--- src/rtl/oag_pkg.sv ---
package oag_pkg;
    localparam int ADDR_W = 24;
    localparam int REG_W  = 16;
    localparam int BYTE_W = 8;
    localparam int PEN_W  = 2;

    typedef enum logic [3:0] {
        M_DIR   = 4'd0,
        M_DIRX  = 4'd1,
        M_DIRY  = 4'd2,
        M_ABS   = 4'd3,
        M_ABSX  = 4'd4,
        M_ABSY  = 4'd5,
        M_STK   = 4'd6,
        M_STKIY = 4'd7,
        M_BRS   = 4'd8,
        M_BRL   = 4'd9,
        M_LONGX = 4'd10,
        M_DILY  = 4'd11
    } mode_e;

    typedef enum logic [1:0] {
        A_READ   = 2'd0,
        A_WRITE  = 2'd1,
        A_MODIFY = 2'd2,
        A_JUMP   = 2'd3
    } acc_e;

    typedef enum logic [1:0] {
        K_PLAIN = 2'd0,
        K_INDEX = 2'd1,
        K_STKPT = 2'd2,
        K_LONG  = 2'd3
    } abs_kind_e;

    typedef enum logic {
        S_IDLE = 1'b0,
        S_DONE = 1'b1
    } state_e;
endpackage

--- src/rtl/oag_direct.sv ---
// Bank-0 address unit: direct page, direct indexed and stack relative.
module oag_direct #(
    parameter int RW = 16,
    parameter int BW = 8,
    parameter int PW = 2
) (
    input  logic          sel_idx,
    input  logic          use_stack,
    input  logic          emu,
    input  logic [BW-1:0] off,
    input  logic [RW-1:0] dp,
    input  logic [RW-1:0] idx,
    input  logic [RW-1:0] sp,
    output logic [RW-1:0] addr,
    output logic [PW-1:0] pen
);
    localparam int HW = RW - BW;

    logic          dl_nz;
    logic [RW-1:0] off_x;
    logic [RW-1:0] base;
    logic [RW-1:0] full;
    logic [BW-1:0] lo_wrap;

    always_comb begin
        off_x   = {{HW{1'b0}}, off};
        dl_nz   = |dp[BW-1:0];
        base    = dp + off_x;
        full    = base + idx;
        lo_wrap = base[BW-1:0] + idx[BW-1:0];
        if (use_stack) begin
            addr = sp + off_x;
            pen  = PW'(1);
        end else if (!sel_idx) begin
            addr = base;
            pen  = PW'(dl_nz);
        end else begin
            // page wrap only in emulation with a page-aligned base
            addr = (emu && !dl_nz) ? {base[RW-1:BW], lo_wrap} : full;
            pen  = PW'(dl_nz) + PW'(1);
        end
    end
endmodule

--- src/rtl/oag_absolute.sv ---
// Banked address unit: absolute, absolute indexed, stack pointer indexed, long indexed.
module oag_absolute #(
    parameter int AW = 24,
    parameter int RW = 16,
    parameter int BW = 8,
    parameter int PW = 2
) (
    input  oag_pkg::abs_kind_e kind,
    input  logic               wr,
    input  logic               idx16,
    input  logic [AW-RW-1:0]   bank,
    input  logic [RW-1:0]      off,
    input  logic [AW-1:0]      lng,
    input  logic [RW-1:0]      idx,
    output logic [AW-1:0]      addr,
    output logic [PW-1:0]      pen
);
    import oag_pkg::*;

    localparam int BKW = AW - RW;

    logic [AW-1:0] abs_base;
    logic [AW-1:0] idx_x;
    logic [AW-1:0] off_x;
    logic [BW:0]   lo_sum;

    always_comb begin
        abs_base = {bank, off};
        idx_x    = {{BKW{1'b0}}, idx};
        off_x    = {{BKW{1'b0}}, off};
        lo_sum   = {1'b0, off[BW-1:0]} + {1'b0, idx[BW-1:0]};
        unique case (kind)
            K_PLAIN: begin
                addr = abs_base;
                pen  = '0;
            end
            K_INDEX: begin
                addr = abs_base + idx_x;
                pen  = PW'(wr | idx16 | lo_sum[BW]);
            end
            K_STKPT: begin
                addr = {bank, {RW{1'b0}}} + off_x + idx_x;
                pen  = PW'(1);
            end
            K_LONG: begin
                addr = lng + idx_x;
                pen  = '0;
            end
            default: begin
                addr = '0;
                pen  = '0;
            end
        endcase
    end
endmodule

--- src/rtl/oag_branch.sv ---
// Branch target adder, wraps within the program bank.
module oag_branch #(
    parameter int RW = 16,
    parameter int BW = 8
) (
    input  logic          is_long,
    input  logic [RW-1:0] off,
    input  logic [RW-1:0] pc,
    output logic [RW-1:0] tgt
);
    logic [RW-1:0] disp;

    always_comb begin
        disp = is_long ? off : {{(RW-BW){off[BW-1]}}, off[BW-1:0]};
        tgt  = pc + disp;
    end
endmodule

--- src/rtl/opnd_addr_gen.sv ---
module opnd_addr_gen #(
    parameter int AW = oag_pkg::ADDR_W,
    parameter int RW = oag_pkg::REG_W,
    parameter int BW = oag_pkg::BYTE_W,
    parameter int PW = oag_pkg::PEN_W
) (
    input  logic          clk,
    input  logic          rst,
    input  logic          valid,
    input  logic [3:0]    mode,
    input  logic [1:0]    acc,
    input  logic [AW-1:0] opnd,
    input  logic [AW-1:0] ptr,
    input  logic [RW-1:0] dpage,
    input  logic [RW-1:0] xidx,
    input  logic [RW-1:0] yidx,
    input  logic [RW-1:0] sptr,
    input  logic [BW-1:0] dbank,
    input  logic [BW-1:0] pbank,
    input  logic [RW-1:0] pc,
    input  logic          emu,
    input  logic          idx8,
    output logic [AW-1:0] ea,
    output logic [PW-1:0] pen,
    output logic          done
);
    import oag_pkg::*;

    localparam int BKW = AW - RW;

    mode_e     m;
    acc_e      a;
    state_e    state, nxt;
    abs_kind_e akind;
    logic      use_y, d_idx, d_stk, is_wr, br_long;
    logic [RW-1:0] idx_sel, a_off, d_addr, b_tgt;
    logic [AW-1:0] a_lng, a_addr, ea_nxt;
    logic [PW-1:0] d_pen, a_pen, pen_nxt;

    // decode of mode and access kind into unit controls
    always_comb begin
        m       = mode_e'(mode);
        a       = acc_e'(acc);
        use_y   = (m == M_DIRY) || (m == M_ABSY) || (m == M_STKIY) || (m == M_DILY);
        idx_sel = use_y ? yidx : xidx;
        d_idx   = (m == M_DIRX) || (m == M_DIRY);
        d_stk   = (m == M_STK);
        is_wr   = (a == A_WRITE) || (a == A_MODIFY);
        br_long = (m == M_BRL);
        a_off   = (m == M_STKIY) ? ptr[RW-1:0] : opnd[RW-1:0];
        a_lng   = (m == M_DILY) ? ptr : opnd;
        unique case (m)
            M_ABSX, M_ABSY:  akind = K_INDEX;
            M_STKIY:         akind = K_STKPT;
            M_LONGX, M_DILY: akind = K_LONG;
            default:         akind = K_PLAIN;
        endcase
    end

    oag_direct #(.RW(RW), .BW(BW), .PW(PW)) u_dir (
        .sel_idx   (d_idx),
        .use_stack (d_stk),
        .emu       (emu),
        .off       (opnd[BW-1:0]),
        .dp        (dpage),
        .idx       (idx_sel),
        .sp        (sptr),
        .addr      (d_addr),
        .pen       (d_pen)
    );

    oag_absolute #(.AW(AW), .RW(RW), .BW(BW), .PW(PW)) u_abs (
        .kind  (akind),
        .wr    (is_wr),
        .idx16 (!idx8),
        .bank  (dbank),
        .off   (a_off),
        .lng   (a_lng),
        .idx   (idx_sel),
        .addr  (a_addr),
        .pen   (a_pen)
    );

    oag_branch #(.RW(RW), .BW(BW)) u_br (
        .is_long (br_long),
        .off     (opnd[RW-1:0]),
        .pc      (pc),
        .tgt     (b_tgt)
    );

    // result select
    always_comb begin
        unique case (m)
            M_DIR, M_DIRX, M_DIRY, M_STK: begin
                ea_nxt  = {{BKW{1'b0}}, d_addr};
                pen_nxt = d_pen;
            end
            M_ABS, M_ABSX, M_ABSY, M_STKIY, M_LONGX, M_DILY: begin
                ea_nxt  = a_addr;
                pen_nxt = a_pen;
            end
            M_BRS, M_BRL: begin
                ea_nxt  = {pbank, b_tgt};
                pen_nxt = '0;
            end
            default: begin
                ea_nxt  = '0;
                pen_nxt = '0;
            end
        endcase
    end

    // next-state logic
    always_comb begin
        unique case (state)
            S_IDLE:  nxt = valid ? S_DONE : S_IDLE;
            S_DONE:  nxt = valid ? S_DONE : S_IDLE;
            default: nxt = S_IDLE;
        endcase
    end

    // state register
    always_ff @(posedge clk) begin
        if (rst) state <= S_IDLE;
        else     state <= nxt;
    end

    // output registers
    always_ff @(posedge clk) begin
        if (rst) begin
            ea  <= '0;
            pen <= '0;
        end else if (valid) begin
            ea  <= ea_nxt;
            pen <= pen_nxt;
        end
    end

    assign done = (state == S_DONE);
endmodule

--- config.mk ---
export PLATFORM = sky130hd
export DESIGN_NAME = opnd_addr_gen
export DESIGN_NICKNAME = d
export VERILOG_FILES = /design/src/rtl/oag_pkg.sv /design/src/rtl/oag_direct.sv /design/src/rtl/oag_absolute.sv /design/src/rtl/oag_branch.sv /design/src/rtl/opnd_addr_gen.sv
export SDC_FILE = /design/constraint.sdc
export NUM_CORES = 1
export LEC_CHECK = 0
export ABC_AREA = 0
export BUFFER_PORTS_ARGS = -buffer_cell sky130_fd_sc_hd__buf_4
export CORE_MARGIN = 1
export CORE_UTILIZATION = 60
export CTS_BUF_LIST = sky130_fd_sc_hd__clkbuf_4 sky130_fd_sc_hd__clkbuf_8 sky130_fd_sc_hd__clkbuf_16
export DETAILED_ROUTE_END_ITERATION = 6
export HOLD_SLACK_MARGIN = 0.02
export PLACE_DENSITY = 0.88
export REMOVE_ABC_BUFFERS = 1
export SLEW_MARGIN = 20
export SYNTH_ARGS = -nofsm -noshare
export SYNTH_HDL_FRONTEND = slang
export SYNTH_SLANG_ARGS = --single-unit
export TNS_END_PERCENT = 100
--- constraint.sdc ---
create_clock -name clk -period 13.75 [get_ports clk]
set_input_delay 2.75 -clock clk [delete_from_list [all_inputs] [get_ports clk]]
set_output_delay 2.75 -clock clk [all_outputs]
set_load 0.02 [all_outputs]
==> out/results.tsv, run 1 <==
metric	value	unit
outcome	complete, no violations	
clock-pin slew on the worst setup and hold paths	0.08	ns
Final Net Count	1379	
commonest cells after routing, fill and taps aside	188 x buf_4, 129 x nand2_1, 82 x a21oi_1	
Routability Congestion	1.022	
share of cells above drive strength 1	0.2199	
Rows	39	
Placed Cells	1276	
area of the multi-input gates	0.006256	mm2
final worst slack	7.029	ns
CTS H-Tree Depth	1	
Fillers	928	
WP data required	13.94	ns
Post-Place Worst Slack	6.823	ns
1st-iter DRT viols	1057	
max cap viols	0	
Synth Area per Inst	7.181	um2
largest family of logic cells by synthesized area	compound AO/OA/AOI/OAI gates	
fin crit period	6.721	ns
initial antenna violation count	1	
synthesis-to-finish area growth	21.01	%
unrepaired setup endpoints after global routing	false	
simple-gate portion of the synthesized area	0.2343	
endpoints failing hold	0	
leakage power	0.003833	uW
Die X	110.6	um
worst min path class	reg -> reg	
Die ar.	0.01224	mm2
Slew HR	0.3036	
Slew @ Worst Pin	1.041	ns
drt first pass iters	5	
sequential fraction of the synthesis area	0.07634	
Worst Reg-to-Reg Cells	3	
mux contribution to synthesized area	0.06326	
Peak VDD IR	0.04934	mV
vias in the first global route	7920	
Total Routing Usage GR	0.4160	
setup_tns	0	ns
I/O pins	182	
hold wc startpoint	ea[3]	
top_reg_cell synth	dfxtp_1	
Chip Height	110.6	um
FF+latch area	540.5	um2
cell area after synthesis	0.007081	mm2
Max Buffers Root-to-Sink	2	
Post-CTS Setup Inserts	0	
synthesized instance count	986	
Compound-Gate Fraction of Synth Area	0.3377	
# clock sinks	27	
first-pass GRT wire length	40.78	mm
Crit. End Element	flip-flop	
Detailed Place HPWL	21.15	mm
pin count of the biggest net entering global routing	38	
Clk Latency, worst-skew pair	0.28	ns
yosys warns	0	
port buffer count	181	
CP Launch Type	primary input	
number of flops mapped to enable cells by yosys	0	
worst-path fanout max	24	
synthesis-stage register bit count	27	
final setup fails	0	
CTS tree	built	
Root Driver	clkbuf_16	
starting density of the core	0.6175	
count of cell types in the netlist	80	
R2R setup slack	12.68	ns
via count	8570	
post-synthesis xor/xnor area fraction	0.08906	
worst r2r src	ea[12]	
ys async rst share	0	
DR vias/cell	6.685	
Overflow after GRT	0	
Resized cells post-CTS	0	
Worst Setup SP	mode[0]	
Final Max Slew Viols	0	
Clock Skews	0	ns
crit path DAT	6.91	ns
Post-DRT Antenna Nets	0	
core footprint	0.01147	mm2
period utilization	0.4888	
pwr/cell area	69.94	mW/mm2
commonest non-fill, non-tap cell in the layout	buf_4	
Routed Wire Length	26.24	mm
Final Non-Filler Cells	1282	
mean routed wirelength per cell	20.47	um
Setup CP Type	in -> reg	
worst hold endpoint	ea[3]	
# DRC	0	
cts hold-fix bufs	0	
Util after Layout	0.7472	
Synth Area in Adders	0.1583	
Max Fclk	148.8	MHz
Hold Path Depth	2	
Worst R2R End	ea[12]	
total CTS buffers	3	
[area by class of cell]
class | count | share of cell area
inverters | 25 | 0.01095
well taps | 143 | 0.02088
multi-input cells | 893 | 0.7301
diodes | 2 | 0.0005841
clock buffers | 3 | 0.008762
flip-flops and latches | 27 | 0.06308
clock inverters | 1 | 0.0008762
repair buffers | 188 | 0.1647
[cell families after synthesis]
| kind of cell | Yosys count |
|---|---|
| AO/OA/AOI/OAI | 347 |
| AND/OR/NAND/NOR | 347 |
| flip-flops | 27 |
| XOR/XNOR | 72 |
| adder cells (fa/ha/maj) | 86 |
| buffers and inverters | 66 |
| multiplexers | 41 |
[stage by stage]
stage,area [um2],hold slack [ns],power [uW]
floorplan,6884,0.5346,374.7
global placement,8474,0.4669,502.5
detailed placement,8474,0.4659,508.5
CTS,8557,0.4804,585.5
global route,8566,0.4985,638.2
finish,8568,0.4800,599.3
[state kept, by name, summed over array words and instances (netlist names)]
name / count
ea: 24
done: 1
pen: 2
[Yosys cell counts (4+ instances only)]
library cell	number	area, um2
nand3_1	28	140.1
and2_1	10	62.56
clkbuf_1	25	93.84
inv_1	25	93.84
o221ai_1	8	70.07
o211ai_1	14	105.1
a41oi_1	5	43.79
and3_1	19	118.9
a21o_1	26	195.2
nor2b_1	6	37.54
a311oi_1	7	61.31
ha_1	80	1001
nand4_1	5	31.28
nand2b_1	10	62.56
a31oi_1	17	106.4
o21a_1	13	97.59
nor4_1	6	37.54
xor2_1	27	236.5
mux2i_1	11	110.1
mux2_2	30	337.8
nor2_1	65	244.0
o22ai_1	4	25.02
or3_1	12	75.07
xnor2_1	45	394.1
buf_2	7	35.03
o21bai_1	7	52.55
a2111oi_0	4	35.03
a31o_2	8	70.07
a211oi_1	22	165.2
a21oi_1	82	410.4
dfxtp_1	27	540.5
nand2_1	129	484.2
o21ai_0	66	330.3
a21boi_0	4	30.03
nand3b_1	6	45.04
a221oi_1	7	61.31
fa_1	6	120.1
a22oi_1	9	67.56
nor3_1	34	170.2
[how the worst max path moves through the flow]
stage,endpoint,slack (ns),cells past startpoint
global placement,ea[14],7.01,16
global route,ea[15],6.90,16
CTS,ea[14],7.13,16
floorplan,ea[22],7.30,13
finish,ea[14],7.03,15
detailed placement,ea[14],6.82,16
[metal layers]
layer	vias up	track usage	routed length, um
met5	-	0	0
met2	497	0.6497	11370
met3	69	0.09001	3024
met4	0	0.1547	849
li1	4033	-	-
met1	3971	0.5586	11000
[critical path, cell delays in order]
cell	delay, ns
buf_4	0.20
and2_1	0.28
a2bb2oi_2	0.18
buf_4	0.28
mux2_2	0.40
ha_1	0.26
fa_1	0.42
a21o_2	0.24
a311oi_1	0.49
o31a_1	0.29
o21ai_0	0.11
a21oi_1	0.28
xor2_1	0.12
a211o_1	0.31
a311oi_1	0.28
[report_power, final]
part	total [uW]	switching, uW	leakage (uW)	internal, uW
sequential	89.0	4.39	0.000223	84.6
clock	76.8	36.9	0.0000371	40.0
combinational	433	248	0.00357	185
total	599	289	0.00383	310
Power figures use the tool's default switching activity.
==> run 2: changes to the inputs <==
Settings changed: ABC_AREA 0 to 1, CORE_UTILIZATION 60 to 51, PLACE_DENSITY 0.88 to 0.78.
Clock period 13.75 ns to 6.1 ns, I/O delays scaled along.
==> out/results.tsv, run 2 <==
metric	value	unit
Root Driver	clkbuf_16	
share of cells above drive strength 1	0.1582	
synthesis-to-finish area growth	19.98	%
outcome	finished with violations	
Synth Area per Inst	5.608	um2
Routability Congestion	1.068	
pin count of the biggest net entering global routing	42	
final setup fails	0	
ys async rst share	0	
Crit. End Element	flip-flop	
period utilization	0.7845	
Detailed Place HPWL	26.82	mm
Placed Cells	1716	
initial antenna violation count	0	
Most flops, register	ea	
area fraction of the dominant cell type after synthesis	0.1700	
setup_tns	0	ns
Final Net Count	1778	
unrepaired setup endpoints after global routing	false	
Clk Latency, worst-skew pair	0.26	ns
top_reg_cell synth	dfxtp_1	
pwr/cell area	149.8	mW/mm2
cts hold-fix bufs	0	
Slew @ Worst Pin	0.7104	ns
leakage power	0.004889	uW
Rows	44	
Die X	125.1	um
synthesized instance count	1378	
Max Fclk	209.0	MHz
Slew HR	0.5259	
number of flops mapped to enable cells by yosys	0	
port buffer count	181	
count of cell types in the netlist	58	
Clock Skews	0	ns
worst min path class	reg -> reg	
Routed Wire Length	31.73	mm
endpoints failing hold	0	
yosys warns	0	
CTS tree	built	
Post-DRT Antenna Nets	0	
Die ar.	0.01565	mm2
starting density of the core	0.5277	
Setup CP Type	in -> reg	
Chip Height	125.1	um
DR vias/cell	5.984	
vias in the first global route	9480	
sequential fraction of the synthesis area	0.06995	
WP data required	6.26	ns
drt first pass iters	7	
cell area after synthesis	0.007727	mm2
diodes inserted	0	
dominant cell type by area after synthesis	nand2_1	
Max Buffers Root-to-Sink	2	
Post-synth top cells	350 x nand2_1, 188 x inv_1, 150 x a21oi_1, 121 x o21ai_0, 109 x nand3_1	
Total Routing Usage GR	0.4024	
core footprint	0.01464	mm2
# clock sinks	27	
Util after Layout	0.6331	
# DRC	9	
worst-path fanout max	24	
total CTS buffers	3	
Final Non-Filler Cells	1720	
crit path DAT	4.94	ns
leading post-synthesis cells by cell area	nand2_1 17%, ha_1 13%, a21oi_1 9.7%	
CP Launch Type	primary input	
clock-pin slew on the worst setup and hold paths	0.07	ns
Resized cells post-CTS	0	
mean routed wirelength per cell	18.45	um
I/O pins	182	
first-pass GRT wire length	50.16	mm
commonest cells after routing, fill and taps aside	350 x nand2_1, 188 x inv_1, 184 x buf_4	
max cap viols	0	
failing checks	design-rule violations	
via count	10290	
1st-iter DRT viols	1395	
Hold WS	0.4692	ns
fin crit period	4.785	ns
Peak VDD IR	0.1019	mV
CTS H-Tree Depth	1	
top-count cell post-synth	nand2_1	
synthesis-stage register bit count	27	
Final Max Slew Viols	0	
Overflow after GRT	0	
commonest non-fill, non-tap cell in the layout	nand2_1	
Largest register FFs	24	
Post-CTS Setup Inserts	0	
-- run 2: cell count changes in the layout (fill, tap and decap cells not counted), moves of 16 or more --
cell	previous run	this run
nand2_1	129	350
inv_1	25	188
nand3_1	28	109
a21oi_1	82	150
o21ai_0	65	121
nor2_1	65	100
xnor2_1	45	10
a21o_1	26	3
nor3_1	33	13
o21ai_1	1	21
a211oi_1	22	4
nand4_1	5	22
mux2_2	30	14
-- run 2: layout make-up --
class / count / area [um2]
clock buffers: 3 / 75.07
flip-flops and latches: 27 / 540.5
repair buffers: 184 / 1381
multi-input cells: 1121 / 6285
inverters: 200 / 752.0
fillers: 1509 / 5373
clock inverters: 1 / 7.507
well taps: 184 / 230.2
-- run 2: critical path: stages --
cell	delay [ns]
buf_4	0.30
nand2_4	0.16
nor2_4	0.26
nand3b_4	0.33
mux2_2	0.42
ha_1	0.29
fa_1	0.44
nand3_1	0.11
nand2_1	0.10
a21oi_1	0.41
o21bai_1	0.18
nand2_1	0.11
nand3b_1	0.08
nand3_1	0.11
nand3_1	0.10
nand2_1	0.07
nand3_1	0.07
nor2_1	0.11
nor2_1	0.04
-- run 2: path summary, 6_finish.rpt --
check,from,to,slack (ns),cells after the start
setup / recovery,mode[0],ea[12],1.31,19
hold / removal,ea[18],ea[18],0.47,2
setup reg to reg,ea[1],ea[1],5.38,2
hold reg to reg,ea[18],ea[18],0.47,2
-- run 2: layer usage --
| metal | GRT usage | routed length [um] | part of all wire | vias to the layer above |
|---|---|---|---|---|
| li1 | - | - | - | 4943 |
| met1 | 0.5577 | 13350 | 0.42 | 4589 |
| met5 | 0 | 0 | 0 | - |
| met3 | 0.08943 | 4210 | 0.13 | 84 |
| met4 | 0.1198 | 1056 | 0.033 | 0 |
| met2 | 0.6191 | 13110 | 0.41 | 677 |
-- run 2: kinds of logic (layout without fill, tap and decap cells) --
family                     after synthesis  count (layout)  synth area share
and+or+nand+nor                        635             635            0.3574
AOI/OAI and AO/OA                      351             351            0.2502
buffers and inverters                  230             388            0.1174
adders and majority gates               86              86            0.1451
xor gates and xnor gates                35              35           0.03967
DFF                                     27              27           0.06995
muxes                                   14              14           0.02040
-- run 2: report_power, final --
group	switching, uW	internal, uW	leakage (uW)	total [uW]
clock	67.0	89.3	0.0000371	156
combinational	668	366	0.00463	1030
sequential	9.85	189	0.000222	199
total	744	645	0.00489	1390
-- run 2: per-stage QoR --
step / instance area [um2] / total power, uW / setup slack [ns]
5_1_grt: 9271 / 1490 / 1.099
4_1_cts: 9271 / 1350 / 1.415
2_1_floorplan: 7572 / 840.4 / 1.362
6_report: 9271 / 1389 / 1.315
3_3_place_gp: 9189 / 1196 / 1.137
3_5_place_dp: 9189 / 1193 / 1.186
==> run 3: changes to the inputs <==
Settings changed: CORE_UTILIZATION 51 to 57, PLACE_DENSITY 0.78 to 0.83.
Clock period 6.1 ns to 4.89 ns, I/O delays scaled along.
==> out/results.tsv, run 3 (synthesis results as in run 2) <==
metric	value	unit
commonest cells after routing, fill and taps aside	350 x nand2_1, 188 x inv_1, 188 x buf_4	
Resized cells post-CTS	0	
diodes inserted	0	
endpoints failing hold	0	
Max Buffers Root-to-Sink	2	
Worst R2R End	ea[11]	
CP Launch Type	primary input	
most used cell, CP	nand2_1	
sequential power share	0.147	
Clk Latency, worst-skew pair	0.26	ns
via count	10150	
Switching Power	881.3	uW
Peak VDD IR	0.1627	mV
fin crit period	4.366	ns
Hold Path Depth	2	
Final Max Slew Viols	0	
Rows	42	
Post-DRT Antenna Nets	0	
cts hold-fix bufs	0	
# clock sinks	27	
Slew @ Worst Pin	0.6007	ns
# DRC	0	
Post-Place Worst Slack	0.3750	ns
commonest non-fill, non-tap cell in the layout	nand2_1	
DR vias/cell	5.914	
core footprint	0.01324	mm2
I/O pins	182	
drt first pass iters	6	
Fillers	1269	
WP data required	5.09	ns
setup_tns	0	ns
clock-pin slew on the worst setup and hold paths	0.07	ns
Slowest-stage cell, CP	fa_1	
Total Power	1683	uW
max cap viols	0	
share of cells above drive strength 1	0.1610	
Int Pwr	802.1	uW
hold wc startpoint	ea[7]	
pin count of the biggest net entering global routing	42	
Slew HR	0.5986	
port buffer count	181	
first-pass GRT wire length	45.15	mm
R2R setup slack	4.19	ns
Setup CP Type	in -> reg	
pwr/cell area	181.2	mW/mm2
unrepaired setup endpoints after global routing	false	
final worst slack	0.5238	ns
area of the multi-input gates	0.006282	mm2
outcome	complete, no violations	
crit path DAT	4.57	ns
Hold WS	0.4680	ns
synthesis-to-finish area growth	20.21	%
clock share of power	0.113	
Max Fclk	229.0	MHz
Routed Wire Length	29.24	mm
Root Driver	clkbuf_16	
CP Cell Sequence	buf_4 > nand2_4 > nor2_4 > nand3b_4 > mux2_2 > ha_1 > fa_1 > nand3_1 > nand2_1 > nand3_1 > nand2_1 > nand2_1 > nand2_1 > nand2_1 > nor2_1 > o21ai_0 > nand3_1 > nand2_1 > nand2_1 > a21oi_1	
Largest register FFs	24	
Most flops, register	ea	
Worst Reg-to-Reg Cells	2	
CTS H-Tree Depth	1	
leakage power	0.004910	uW
Crit. End Element	flip-flop	
switching part of the total	0.5235	
Detailed Place HPWL	24.33	mm
mean routed wirelength per cell	17.04	um
Chip Height	118.4	um
Clock Skews	0	ns
1st-iter DRT viols	1150	
worst min path class	reg -> reg	
delay of the slowest cell on the worst path	0.43	ns
FF+latch area	540.5	um2
period utilization	0.8929	
Overflow after GRT	0	
Comb pwr share	0.739	
worst r2r src	ea[11]	
initial antenna violation count	0	
vias in the first global route	9064	
total CTS buffers	3	
Post-CTS Setup Inserts	0	
Final Net Count	1782	
Total Routing Usage GR	0.4047	
starting density of the core	0.5835	
Routability Congestion	1.016	
final setup fails	0	
worst hold endpoint	ea[7]	
CTS tree	built	
Util after Layout	0.7014	
Die ar.	0.01403	mm2
worst-path fanout max	18	
Die X	118.4	um
==> run 3: changes by cell type in the layout (fill, tap and decap cells not counted), sizes merged <==
cell and delta:
buf +4
==> run 3: layer usage <==
metal / vias up / routed length, um / global-route usage / part of all wire
met1: 4449 / 12310 / 0.5619 / 0.42
met4: 0 / 1105 / 0.1297 / 0.038
met2: 676 / 12000 / 0.6206 / 0.41
met3: 69 / 3825 / 0.08542 / 0.13
li1: 4954 / - / - / -
met5: - / 0 / 0 / 0
==> run 3: worst max-delay path, delay by kind of cell <==
family          cells  cell delay (ns)
buf+inv             1             0.18
fa+ha+maj           2             0.71
simple gates       14             1.73
compound gates      2             0.51
mux                 1             0.41
==> run 3: power by group through the flow <==
stage	Sequential, uW	Clock [uW]	Combinational, uW
after floorplan	268	0	780
after global placement	252	0	1180
after detailed placement	252	0	1200
after CTS	247	191	1210
after global routing	248	199	1360
final	248	191	1240
==> run 3: layout make-up <==
class	count	area share
multi-input cells	1121	0.6763
inverters	200	0.08095
clock buffers	3	0.008082
repair buffers	188	0.1519
flip-flops and latches	27	0.05819
well taps	176	0.02371
clock inverters	1	0.0008082
==> run 3: how the worst max path moves through the flow <==
| stage | start | end | slack, ns |
|---|---|---|---|
| 3_5_place_dp | mode[1] | ea[10] | 0.37 |
| 5_1_grt | mode[1] | ea[18] | 0.23 |
| 2_1_floorplan | mode[2] | ea[12] | 0.39 |
| 6_report | mode[1] | ea[18] | 0.52 |
| 3_3_place_gp | mode[1] | ea[18] | 0.44 |
| 4_1_cts | mode[1] | ea[10] | 0.64 |
==> run 3: per-stage QoR <==
step,std cells,area (um2)
floorplan,1348,7572
global placement,1712,9206
detailed placement,1712,9206
CTS,1716,9289
global route,1716,9289
finish,1716,9289
